File: config.mk
export PLATFORM = sky130hd
export DESIGN_NAME = spiThermoReader
export DESIGN_NICKNAME = d
export VERILOG_FILES = /design/src/rtl/spiThermoPkg.sv /design/src/rtl/spiThermoCtrl.sv /design/src/rtl/spiThermoData.sv /design/src/rtl/spiThermoReader.sv
export SDC_FILE = /design/constraint.sdc
export NUM_CORES = 1
export LEC_CHECK = 0
export ABC_AREA = 1
export BUFFER_PORTS_ARGS = -buffer_cell sky130_fd_sc_hd__buf_2
export CORE_AREA = 2 2 77 79
export CTS_CLUSTER_SIZE = 10
export DETAILED_ROUTE_END_ITERATION = 10
export DIE_AREA = 0 0 79 81
export GPL_TIMING_DRIVEN = 0
export PLACE_DENSITY = 0.76
export SLEW_MARGIN = 10
export SYNTH_ARGS = -nofsm -noshare
export SYNTH_HDL_FRONTEND = slang
export SYNTH_SLANG_ARGS = --single-unit
export TNS_END_PERCENT = 20
File: constraint.sdc
create_clock -name clk -period 1.4 [get_ports clk]
set_input_delay 0.07 -clock clk [delete_from_list [all_inputs] [get_ports clk]]
set_output_delay 0.07 -clock clk [all_outputs]
set_load 0.03 [all_outputs]
File: src/rtl/spiThermoPkg.sv
package spiThermoPkg;

  typedef struct packed {
    logic clearBuf;
    logic shiftEn;
    logic loadOut;
  } ctrlStrobes_t;

endpackage

File: src/rtl/spiThermoCtrl.sv
module spiThermoCtrl
  import spiThermoPkg::*;
#(
  parameter int LEAD_STEPS = 2,
  parameter int FRAME_BITS = 32,
  parameter int TAIL_STEPS = 2
) (
  input  logic         clk,
  input  logic         rst,
  output ctrlStrobes_t strobes,
  output logic         csN
);

  localparam int TOTAL_STEPS = LEAD_STEPS + FRAME_BITS + TAIL_STEPS;
  localparam int STEP_W      = $clog2(TOTAL_STEPS);
  localparam logic [STEP_W-1:0] LAST_STEP  = STEP_W'(TOTAL_STEPS - 1);
  localparam logic [STEP_W-1:0] DATA_FIRST = STEP_W'(LEAD_STEPS);
  localparam logic [STEP_W-1:0] LOAD_STEP  = STEP_W'(LEAD_STEPS + FRAME_BITS);

  logic [STEP_W-1:0] stepQ;

  always_ff @(posedge clk) begin
    if (rst) begin
      stepQ <= '0;
    end else if (stepQ == LAST_STEP) begin
      stepQ <= '0;
    end else begin
      stepQ <= stepQ + 1'b1;
    end
  end

  always_comb begin
    strobes.clearBuf = (stepQ < DATA_FIRST);
    strobes.shiftEn  = (stepQ >= DATA_FIRST) && (stepQ < LOAD_STEP);
    strobes.loadOut  = (stepQ == LOAD_STEP);
    csN              = !strobes.shiftEn;
  end

endmodule

File: src/rtl/spiThermoData.sv
module spiThermoData
  import spiThermoPkg::*;
#(
  parameter int FRAME_BITS = 32
) (
  input  logic                  clk,
  input  logic                  rst,
  input  ctrlStrobes_t          strobes,
  input  logic                  serialIn,
  output logic [FRAME_BITS-1:0] wordOut,
  output logic                  wordValid
);

  logic [FRAME_BITS-1:0] shiftQ;
  logic [FRAME_BITS-1:0] holdQ;
  logic                  validQ;

  always_ff @(posedge clk) begin
    if (rst || strobes.clearBuf) begin
      shiftQ <= '0;
    end else if (strobes.shiftEn) begin
      shiftQ <= {shiftQ[FRAME_BITS-2:0], serialIn};
    end
  end

  always_ff @(posedge clk) begin
    if (rst) begin
      holdQ  <= '0;
      validQ <= 1'b0;
    end else begin
      validQ <= strobes.loadOut;
      if (strobes.loadOut) begin
        holdQ <= shiftQ;
      end
    end
  end

  assign wordOut   = holdQ;
  assign wordValid = validQ;

endmodule

File: src/rtl/spiThermoReader.sv
module spiThermoReader
  import spiThermoPkg::*;
#(
  parameter int LEAD_STEPS = 2,
  parameter int FRAME_BITS = 32,
  parameter int TAIL_STEPS = 2,
  parameter int TEMP_MSB   = 28,
  parameter int TEMP_LSB   = 21
) (
  input  logic                          clk,
  input  logic                          rst,
  input  logic                          spiMiso,
  output logic                          spiClk,
  output logic                          spiCsN,
  output logic [FRAME_BITS-1:0]         dataOut,
  output logic                          newWord,
  output logic [TEMP_MSB-TEMP_LSB:0]    tempInt
);

  ctrlStrobes_t strobes;

  spiThermoCtrl #(
    .LEAD_STEPS(LEAD_STEPS),
    .FRAME_BITS(FRAME_BITS),
    .TAIL_STEPS(TAIL_STEPS)
  ) i_ctrl (
    .clk    (clk),
    .rst    (rst),
    .strobes(strobes),
    .csN    (spiCsN)
  );

  spiThermoData #(
    .FRAME_BITS(FRAME_BITS)
  ) i_data (
    .clk      (clk),
    .rst      (rst),
    .strobes  (strobes),
    .serialIn (spiMiso),
    .wordOut  (dataOut),
    .wordValid(newWord)
  );

  assign spiClk  = clk;
  assign tempInt = dataOut[TEMP_MSB:TEMP_LSB];

endmodule

==> results of run 1 <==
-- worst reg2reg max path, delay by kind of cell (launching register included) --
kind	cells	cell delay, ns
buffers and inverters	3	0.44
DFF	1	0.36
and+or+nand+nor	5	0.55
-- state kept, by name, summed over array words and instances, names as in the netlist --
signal and flops:
i_data.shiftQ 32, i_data.wordOut 32, i_ctrl.stepQ 6, i_data.wordValid 1
-- per-layer routing --
layer,track usage (%),vias to the layer above,share of wire (%)
met1,24.9,1238,43
met3,5.89,15,4.8
met4,11.7,0,2.4
met2,36.7,75,50
li1,-,1398,-
met5,0,-,0
-- layout by cell type (no fill, tap or decap), types with 14 or more instances in the layout --
cell,instances
nand2_1,40
o21ai_0,22
buf_2,52
buf_4,25
nor2_1,100
nand3_1,35
inv_1,39
dfxtp_1,66
clkbuf_8,14
a21oi_1,29
-- report_power, final --
group	total, mW	internal (mW)	switching [mW]	leakage [nW]
sequential	2.10	2.06	0.0411	0.576
clock	2.42	1.52	0.906	0.160
combinational	0.613	0.288	0.326	0.916
-- cell type report --
cell class	count	share of cell area, %
clock inverters	5	2.72
plain buffers	33	6.89
multi-input cells	256	31.6
well taps	75	2.46
inverters	40	4.00
repair buffers	60	9.68
flip-flops and latches	71	37.5
clock buffers	15	5.18
-- cells by family (layout without fill, tap and decap cells) --
logic type,count (synthesis),in the layout,share of synthesized area [%]
AOI/OAI and AO/OA,67,67,11.3
xor gates and xnor gates,1,1,0.296
adders and majority gates,2,2,0.847
buffers and inverters,75,153,13.4
DFF,71,71,48.1
and+or+nand+nor,186,186,26.0
-- synthesized netlist by cell type --
library cell,number,share of area [%]
clkbuf_1,7,0.89
nand2_1,43,5.5
dfxtp_1,71,48
xor2_1,1,0.30
inv_1,39,5.0
buf_6,7,2.7
ha_1,2,0.85
nand4_1,1,0.21
nand3_2,2,0.68
nand3_1,35,5.9
or2_2,2,0.42
nor2_1,102,13
a21oi_1,35,5.9
buf_4,14,3.6
nor2_4,1,0.38
buf_2,7,1.2
o21ai_0,32,5.4
inv_2,1,0.13
-- timing repair --
action / 4_1_cts / 5_1_grt
setup buffers: 4 / 9
hold buffers: 2 / 0
hold endpoints to repair: 2 / 0
setup endpoints to repair: 30 / 53
resized for setup: 10 / 39
gates cloned: 0 / 1
pin swaps: 1 / 7
-- final timing paths --
path / slack [ns] / end / depth (start not counted)
hold / removal: 0.33 / i_data.wordValid$_SDFF_PP0_ / 3
setup reg to reg: -0.01 / i_data.shiftQ[20]$_SDFFE_PP0P_ / 8
hold reg to reg: 0.48 / i_ctrl.stepQ[0]$_SDFF_PP0_ / 1
setup / recovery: -0.10 / spiCsN / 6
-- through the flow --
step                      util (%)  setup slack, ns  power, mW  instance area, µm²  hold WS (ns)
after global routing          67.2           -0.155       5.32                3810         0.340
after detailed placement      57.7           -0.119       2.73                3270         0.258
after CTS                     63.9           -0.121       5.03                3630         0.325
final                         67.2           -0.102       5.14                3810         0.334
after global placement        57.7          -0.0866       2.73                3270         0.247
after floorplan                  -            0.196       2.63                2960         0.142
==> results.json, run 1 <==
{
  "status": "complete, but fails checks",
  "violations": "negative setup slack",
  "cts_tree": "done",
  "final_cells": 555,
  "ir_worst_vdd_mv": 0.887,
  "fillers": 497,
  "cellLeakagePower_nw": 1.65,
  "fin_ws_ns": -0.102,
  "timing.final.crit_share_pct": 107,
  "dieArea_um2": 6400,
  "crit_slowest_cell": "dfxtp_4",
  "syn_inst": 402,
  "io_pins": 46,
  "cp_max_fo": 4,
  "avgSynthCellArea_um2": 7.35,
  "finalMaxSlewViolations": 0,
  "hold_viol_final": 0,
  "ys_seq_elements": 71,
  "hold_path_class": "in -> reg",
  "critPathArrivalTime_ns": 1.43,
  "end_kind": "output port",
  "via_count": 2726,
  "layout_min_cycle_time_ns": 1.50,
  "fin_tns_setup_ns": -0.113,
  "setup-violations-final": 2,
  "die_h_um": 81,
  "path_buf_inv": 2,
  "numPortBuffers": 45,
  "yosysSeqAreaShare_pct": 48.1,
  "routedWlPerCell_um": 12.4,
  "drtIter0Drc": 201,
  "die_w_um": 79,
  "critical-path-top-delay-family": "simple AND/OR/NAND/NOR gates",
  "first_global_vias": 2429,
  "drt-pass1-iter-count": 4,
  "area_growth_pct": 29.0,
  "hp-start": "rst",
  "powerDensity_nw_per_um2": 1350,
  "rows": 28,
  "ff_latch_area_um2": 1430,
  "synth_warnings": 0,
  "worst_ep_required_time_ns": 1.33,
  "dp_hpwl_um": 3970,
  "drive_above_1_share_pct": 27.1,
  "path_cells": "nor2_4 > nand2_2 > nand2_2 > buf_6 > nand2_4 > buf_6",
  "reg2reg_from": "i_ctrl.stepQ[2]$_SDFF_PP0_",
  "ys_types": 18,
  "tightestPinTransition_ns": 0.413,
  "fmax_mhz": 666,
  "rsz0062_at_grt": "yes",
  "core_um2": 5680,
  "antenna_found_initial": 0,
  "maxCapViolations": 0,
  "drtAntennaViolNets": 0,
  "multi_input_area_um2": 1200,
  "relSlewSlack_pct": 72.4,
  "clock_skew_ns": 0.00859,
  "drc_errors": 0,
  "wl_um": 6910,
  "max_stage_delay_ns": 0.36,
  "syn_nets": 407,
  "num_antenna_cells": 0,
  "placedCellCount": 522,
  "initial_core_util_pct": 52.1,
  "grt_pass1_wl_um": 10600,
  "path_clk_slew_ns": 0.07,
  "worstSetupStartpointType": "register",
  "critPathLaunch": "i_ctrl.stepQ[2]$_SDFF_PP0_",
  "grt_start_max_net_pins": 20,
  "clk_latency_ns": 0.45,
  "overflow": 0,
  "nets": 480,
  "place.gp.congestion": 0.823,
  "vias_per_cell": 4.91,
  "grt_usage_pct": 21.6,
  "synth.cell_area_um2": 2960,
  "path_class": "reg -> out"
}
No activity file was read; power rests on OpenSTA's default activity.
==> run 2: changes to the inputs <==
Settings changed: CTS_CLUSTER_SIZE 10 to unset, SKIP_LAST_GASP set to 1, TNS_END_PERCENT 20 to 30.
==> results.json, run 2 (synthesized netlist as in run 1, its figures left out) <==
{
  "status": "complete, but fails checks",
  "violations": "negative setup slack",
  "p_clk_share_pct": 47.4,
  "relSlewSlack_pct": 73.1,
  "critPathArrivalTime_ns": 1.43,
  "setup-violations-final": 3,
  "grt_usage_pct": 21.6,
  "clk_latency_ns": 0.45,
  "layout_commonest_cell": "nor2_1",
  "timing.final.crit_share_pct": 107,
  "num_antenna_cells": 0,
  "tightestPinTransition_ns": 0.404,
  "intPower_mw": 3.85,
  "path_clk_slew_ns": 0.07,
  "die_h_um": 81,
  "numPortBuffers": 45,
  "cellLeakagePower_nw": 1.64,
  "maxCapViolations": 0,
  "timing.rr.end": "i_data.shiftQ[25]$_SDFFE_PP0P_",
  "cts_tree": "done",
  "p_sw_mw": 1.27,
  "vias_per_cell": 4.91,
  "hold_viol_final": 0,
  "routedWlPerCell_um": 12.3,
  "initial_core_util_pct": 52.1,
  "die_w_um": 79,
  "drive_above_1_share_pct": 25.7,
  "dieArea_um2": 6400,
  "rsz0062_at_grt": "yes",
  "holdWs_ns": 0.332,
  "p_comb_share_pct": 11.6,
  "fmax_mhz": 666,
  "wl_um": 6830,
  "reg2reg_depth": 7,
  "final_cell_mix": "nor2_1, dfxtp_1, buf_2, nand2_1, inv_1",
  "totalPowerFinal_mw": 5.13,
  "worstSetupStartpointType": "register",
  "clock_skew_ns": 0.00788,
  "rows": 28,
  "reg2reg_from": "i_ctrl.stepQ[2]$_SDFF_PP0_",
  "overflow": 0,
  "drtIter0Drc": 183,
  "hp-start": "rst",
  "place.gp.congestion": 0.823,
  "seq_power_share_pct": 41.0,
  "drc_errors": 0,
  "worst_ep_required_time_ns": 1.33,
  "powerDensity_nw_per_um2": 1350,
  "dp_hpwl_um": 3970,
  "ir_worst_vdd_mv": 0.882,
  "grt_pass1_wl_um": 10600,
  "grt_start_max_net_pins": 20,
  "drtAntennaViolNets": 0,
  "rrSetupSlack_ns": -0.02,
  "layout_min_cycle_time_ns": 1.50,
  "cp_max_fo": 4,
  "drt-pass1-iter-count": 4,
  "antenna_found_initial": 0,
  "area_growth_pct": 28.1,
  "sw_frac_of_total_pct": 24.8,
  "nets": 479,
  "via_count": 2718,
  "end_kind": "output port",
  "first_global_vias": 2425,
  "fin_ws_ns": -0.101,
  "hold_path_class": "in -> reg",
  "final_util_pct": 66.7,
  "path_class": "reg -> out",
  "core_um2": 5680,
  "whs_path_depth": 3,
  "io_pins": 46,
  "min_to": "i_data.wordValid$_SDFF_PP0_",
  "finalMaxSlewViolations": 0
}
[run 2: cell count changes in the layout (fill, tap and decap cells not counted)]
| cell | delta |
|---|---|
| buf_2 | -1 |
| a21oi_2 | -6 |
| o21ai_0 | +5 |
| o21ai_1 | -5 |
| a21oi_1 | +6 |
[run 2: timing repair]
item / in CTS / in global routing
hold buffers: 2 / 0
gates cloned: 0 / 1
endpoints found under the hold margin: 2 / 0
setup endpoints to repair: 30 / 55
pin swaps: 1 / 5
gates resized for setup: 7 / 33
buffers inserted: 4 / 9
[run 2: worst max path at each step]
stage	from	end	slack [ns]	depth (start not counted)
2_1_floorplan	i_ctrl.stepQ[0]$_SDFF_PP0_	i_data.wordOut[22]$_SDFFE_PP0P_	0.20	6
3_3_place_gp	i_ctrl.stepQ[0]$_SDFF_PP0_	i_data.wordOut[7]$_SDFFE_PP0P_	-0.09	6
3_5_place_dp	i_ctrl.stepQ[0]$_SDFF_PP0_	i_data.wordOut[16]$_SDFFE_PP0P_	-0.12	6
4_1_cts	i_ctrl.stepQ[3]$_SDFF_PP0_	spiCsN	-0.12	5
5_1_grt	i_ctrl.stepQ[2]$_SDFF_PP0_	spiCsN	-0.15	6
6_report	i_ctrl.stepQ[2]$_SDFF_PP0_	spiCsN	-0.10	6
[run 2: power by group through the flow]
stage | clock network [mW] | registers, mW | logic, mW
2_1_floorplan | 0.107 | 2.14 | 0.386
3_3_place_gp | 0.128 | 2.14 | 0.454
3_5_place_dp | 0.128 | 2.15 | 0.461
4_1_cts | 2.44 | 2.10 | 0.485
5_1_grt | 2.53 | 2.11 | 0.663
6_report | 2.43 | 2.10 | 0.593
[run 2: worst max-delay path, cell delays in order (launching register included)]
cell	delay, ns
dfxtp_4	0.36
nor2_4	0.18
nand2_2	0.08
nand2_2	0.07
buf_6	0.12
nand2_4	0.05
buf_6	0.13
[run 2: area by class of cell]
type / count / area, µm²
repair buffers: 60 / 369
clock buffers: 15 / 198
multi-input cells: 256 / 1180
flip-flops and latches: 71 / 1430
well taps: 75 / 93.8
fillers: 498 / 1890
inverters: 40 / 153
plain buffers: 32 / 258
clock inverters: 5 / 104
[run 2: layer usage]
layer	global-route usage [%]	vias to the layer above	share of wire, %
li1	-	1396	-
met4	11.7	0	1.8
met2	36.8	65	49
met5	0	-	0
met3	5.89	13	4.3
met1	24.8	1244	45
[run 2: per-stage QoR]
| step | cells | setup TNS [ns] | instance area (µm²) | setup slack (ns) |
|---|---|---|---|---|
| 2_1_floorplan | 402 | 0 | 2960 | 0.196 |
| 3_3_place_gp | 522 | -1.18 | 3270 | -0.0866 |
| 3_5_place_dp | 522 | -2.02 | 3270 | -0.119 |
| 4_1_cts | 545 | -0.608 | 3620 | -0.121 |
| 5_1_grt | 554 | -2.49 | 3790 | -0.150 |
| 6_report | 554 | -0.134 | 3790 | -0.101 |
==> run 3: changes to the inputs <==
Settings changed: RECOVER_POWER set to 50.
==> results.json, run 3 (synthesized netlist as in run 1, its figures left out) <==
{
  "status": "complete, but fails checks",
  "violations": "negative setup slack",
  "grt_usage_pct": 21.6,
  "wl_um": 6840,
  "final_cell_mix": "nor2_1, dfxtp_1, nand2_1, inv_1, clkbuf_1",
  "critPathArrivalTime_ns": 1.43,
  "rows": 28,
  "timing.final.crit_share_pct": 107,
  "layout_commonest_cell": "nor2_1",
  "hold_viol_final": 0,
  "dr_wl_met2_um": 3340,
  "top_layer": "met4",
  "hp-start": "rst",
  "core_um2": 5680,
  "area_growth_pct": 26.7,
  "totalPowerFinal_mw": 5.13,
  "die_w_um": 79,
  "drtAntennaViolNets": 0,
  "vias_per_cell": 4.90,
  "holdWs_ns": 0.336,
  "cts_tree": "done",
  "drt-pass1-iter-count": 5,
  "num_antenna_cells": 0,
  "dieArea_um2": 6400,
  "rsz0062_at_grt": "yes",
  "clk_latency_ns": 0.45,
  "reg2reg_depth": 8,
  "path_class": "reg -> out",
  "whs_path_depth": 3,
  "tightestPinTransition_ns": 0.395,
  "final_util_pct": 66.0,
  "worstSetupStartpointType": "register",
  "fillers": 511,
  "finalMaxSlewViolations": 0,
  "cellLeakagePower_nw": 1.50,
  "dp_hpwl_um": 3970,
  "numPortBuffers": 45,
  "grt_start_max_net_pins": 20,
  "drc_errors": 0,
  "cp_max_fo": 4,
  "drive_above_1_share_pct": 18.8,
  "antenna_found_initial": 0,
  "layout_min_cycle_time_ns": 1.50,
  "fmax_mhz": 666,
  "worst_ep_required_time_ns": 1.33,
  "routedWlPerCell_um": 12.4,
  "rrSetupSlack_ns": -0.02,
  "powerDensity_nw_per_um2": 1370,
  "path_clk_slew_ns": 0.07,
  "fin_ws_ns": -0.101,
  "ir_worst_vdd_mv": 0.877,
  "grt_pass1_wl_um": 10600,
  "maxCapViolations": 0,
  "clock_skew_ns": 0.00736,
  "nets": 479,
  "hold_path_class": "in -> reg",
  "end_kind": "output port",
  "drt-met1-wl_um": 3070,
  "first_global_vias": 2425,
  "die_h_um": 81,
  "reg2reg_from": "i_ctrl.stepQ[2]$_SDFF_PP0_",
  "initial_core_util_pct": 52.1,
  "via_count": 2716,
  "drtIter0Drc": 163,
  "route.met3.wl_um": 299,
  "relSlewSlack_pct": 73.6,
  "ff_latch_area_um2": 1430,
  "timing.rr.end": "i_data.shiftQ[6]$_SDFFE_PP0P_",
  "place.gp.congestion": 0.823,
  "io_pins": 46,
  "pre_cts_slack_ns": -0.119,
  "overflow": 0,
  "min_to": "i_data.wordValid$_SDFF_PP0_",
  "setup-violations-final": 3,
  "multi_input_area_um2": 1180
}
-- run 3: worst max path at each step --
stage	from	to	slack (ns)	cells past startpoint
6_report	i_ctrl.stepQ[2]$_SDFF_PP0_	spiCsN	-0.10	6
5_1_grt	i_ctrl.stepQ[2]$_SDFF_PP0_	spiCsN	-0.15	6
2_1_floorplan	i_ctrl.stepQ[0]$_SDFF_PP0_	i_data.wordOut[22]$_SDFFE_PP0P_	0.20	6
4_1_cts	i_ctrl.stepQ[3]$_SDFF_PP0_	spiCsN	-0.12	5
3_5_place_dp	i_ctrl.stepQ[0]$_SDFF_PP0_	i_data.wordOut[16]$_SDFFE_PP0P_	-0.12	6
3_3_place_gp	i_ctrl.stepQ[0]$_SDFF_PP0_	i_data.wordOut[7]$_SDFFE_PP0P_	-0.09	6
-- run 3: per-stage QoR --
step	instances	setup TNS [ns]	instance area (µm²)
global route	554	-2.49	3740
finish	554	-0.137	3740
CTS	545	-0.608	3620
detailed placement	522	-2.02	3270
global placement	522	-1.18	3270
floorplan	402	0	2960
-- run 3: layout make-up --
class | count | area share [%]
Tap cell | 75 | 2.51
Clock buffer | 15 | 5.28
Multi-Input combinational cell | 256 | 31.5
Timing Repair Buffer | 60 | 8.75
Inverter | 40 | 4.08
Sequential cell | 71 | 38.2
Clock inverter | 5 | 2.77
Buffer | 32 | 6.88
-- run 3: critical path: stages (launching register included) --
cell     delay [ns]
dfxtp_4        0.36
nor2_4         0.18
nand2_2        0.08
nand2_2        0.07
buf_6          0.12
nand2_4        0.04
buf_6          0.13
-- run 3: routing by layer --
layer,vias to the layer above,GRT usage [%]
met5,-,0
met4,0,11.7
met3,15,5.89
met2,62,36.8
met1,1245,24.8
li1,1394,-
-- run 3: where the power goes --
part | switching, mW | internal (mW) | total, mW
clock network | 0.916 | 1.52 | 2.43
registers | 0.0396 | 2.06 | 2.10
logic | 0.319 | 0.275 | 0.594
total | 1.27 | 3.85 | 5.13
-- run 3: timing repair --
item | 4_1_cts | 5_1_grt
setup endpoints to repair | 30 | 55
cloned | 0 | 1
pin swaps | 1 | 5
hold buffers | 2 | 0
hold endpoints to repair | 2 | 0
gates resized for setup | 7 | 33
setup buffers | 4 | 9
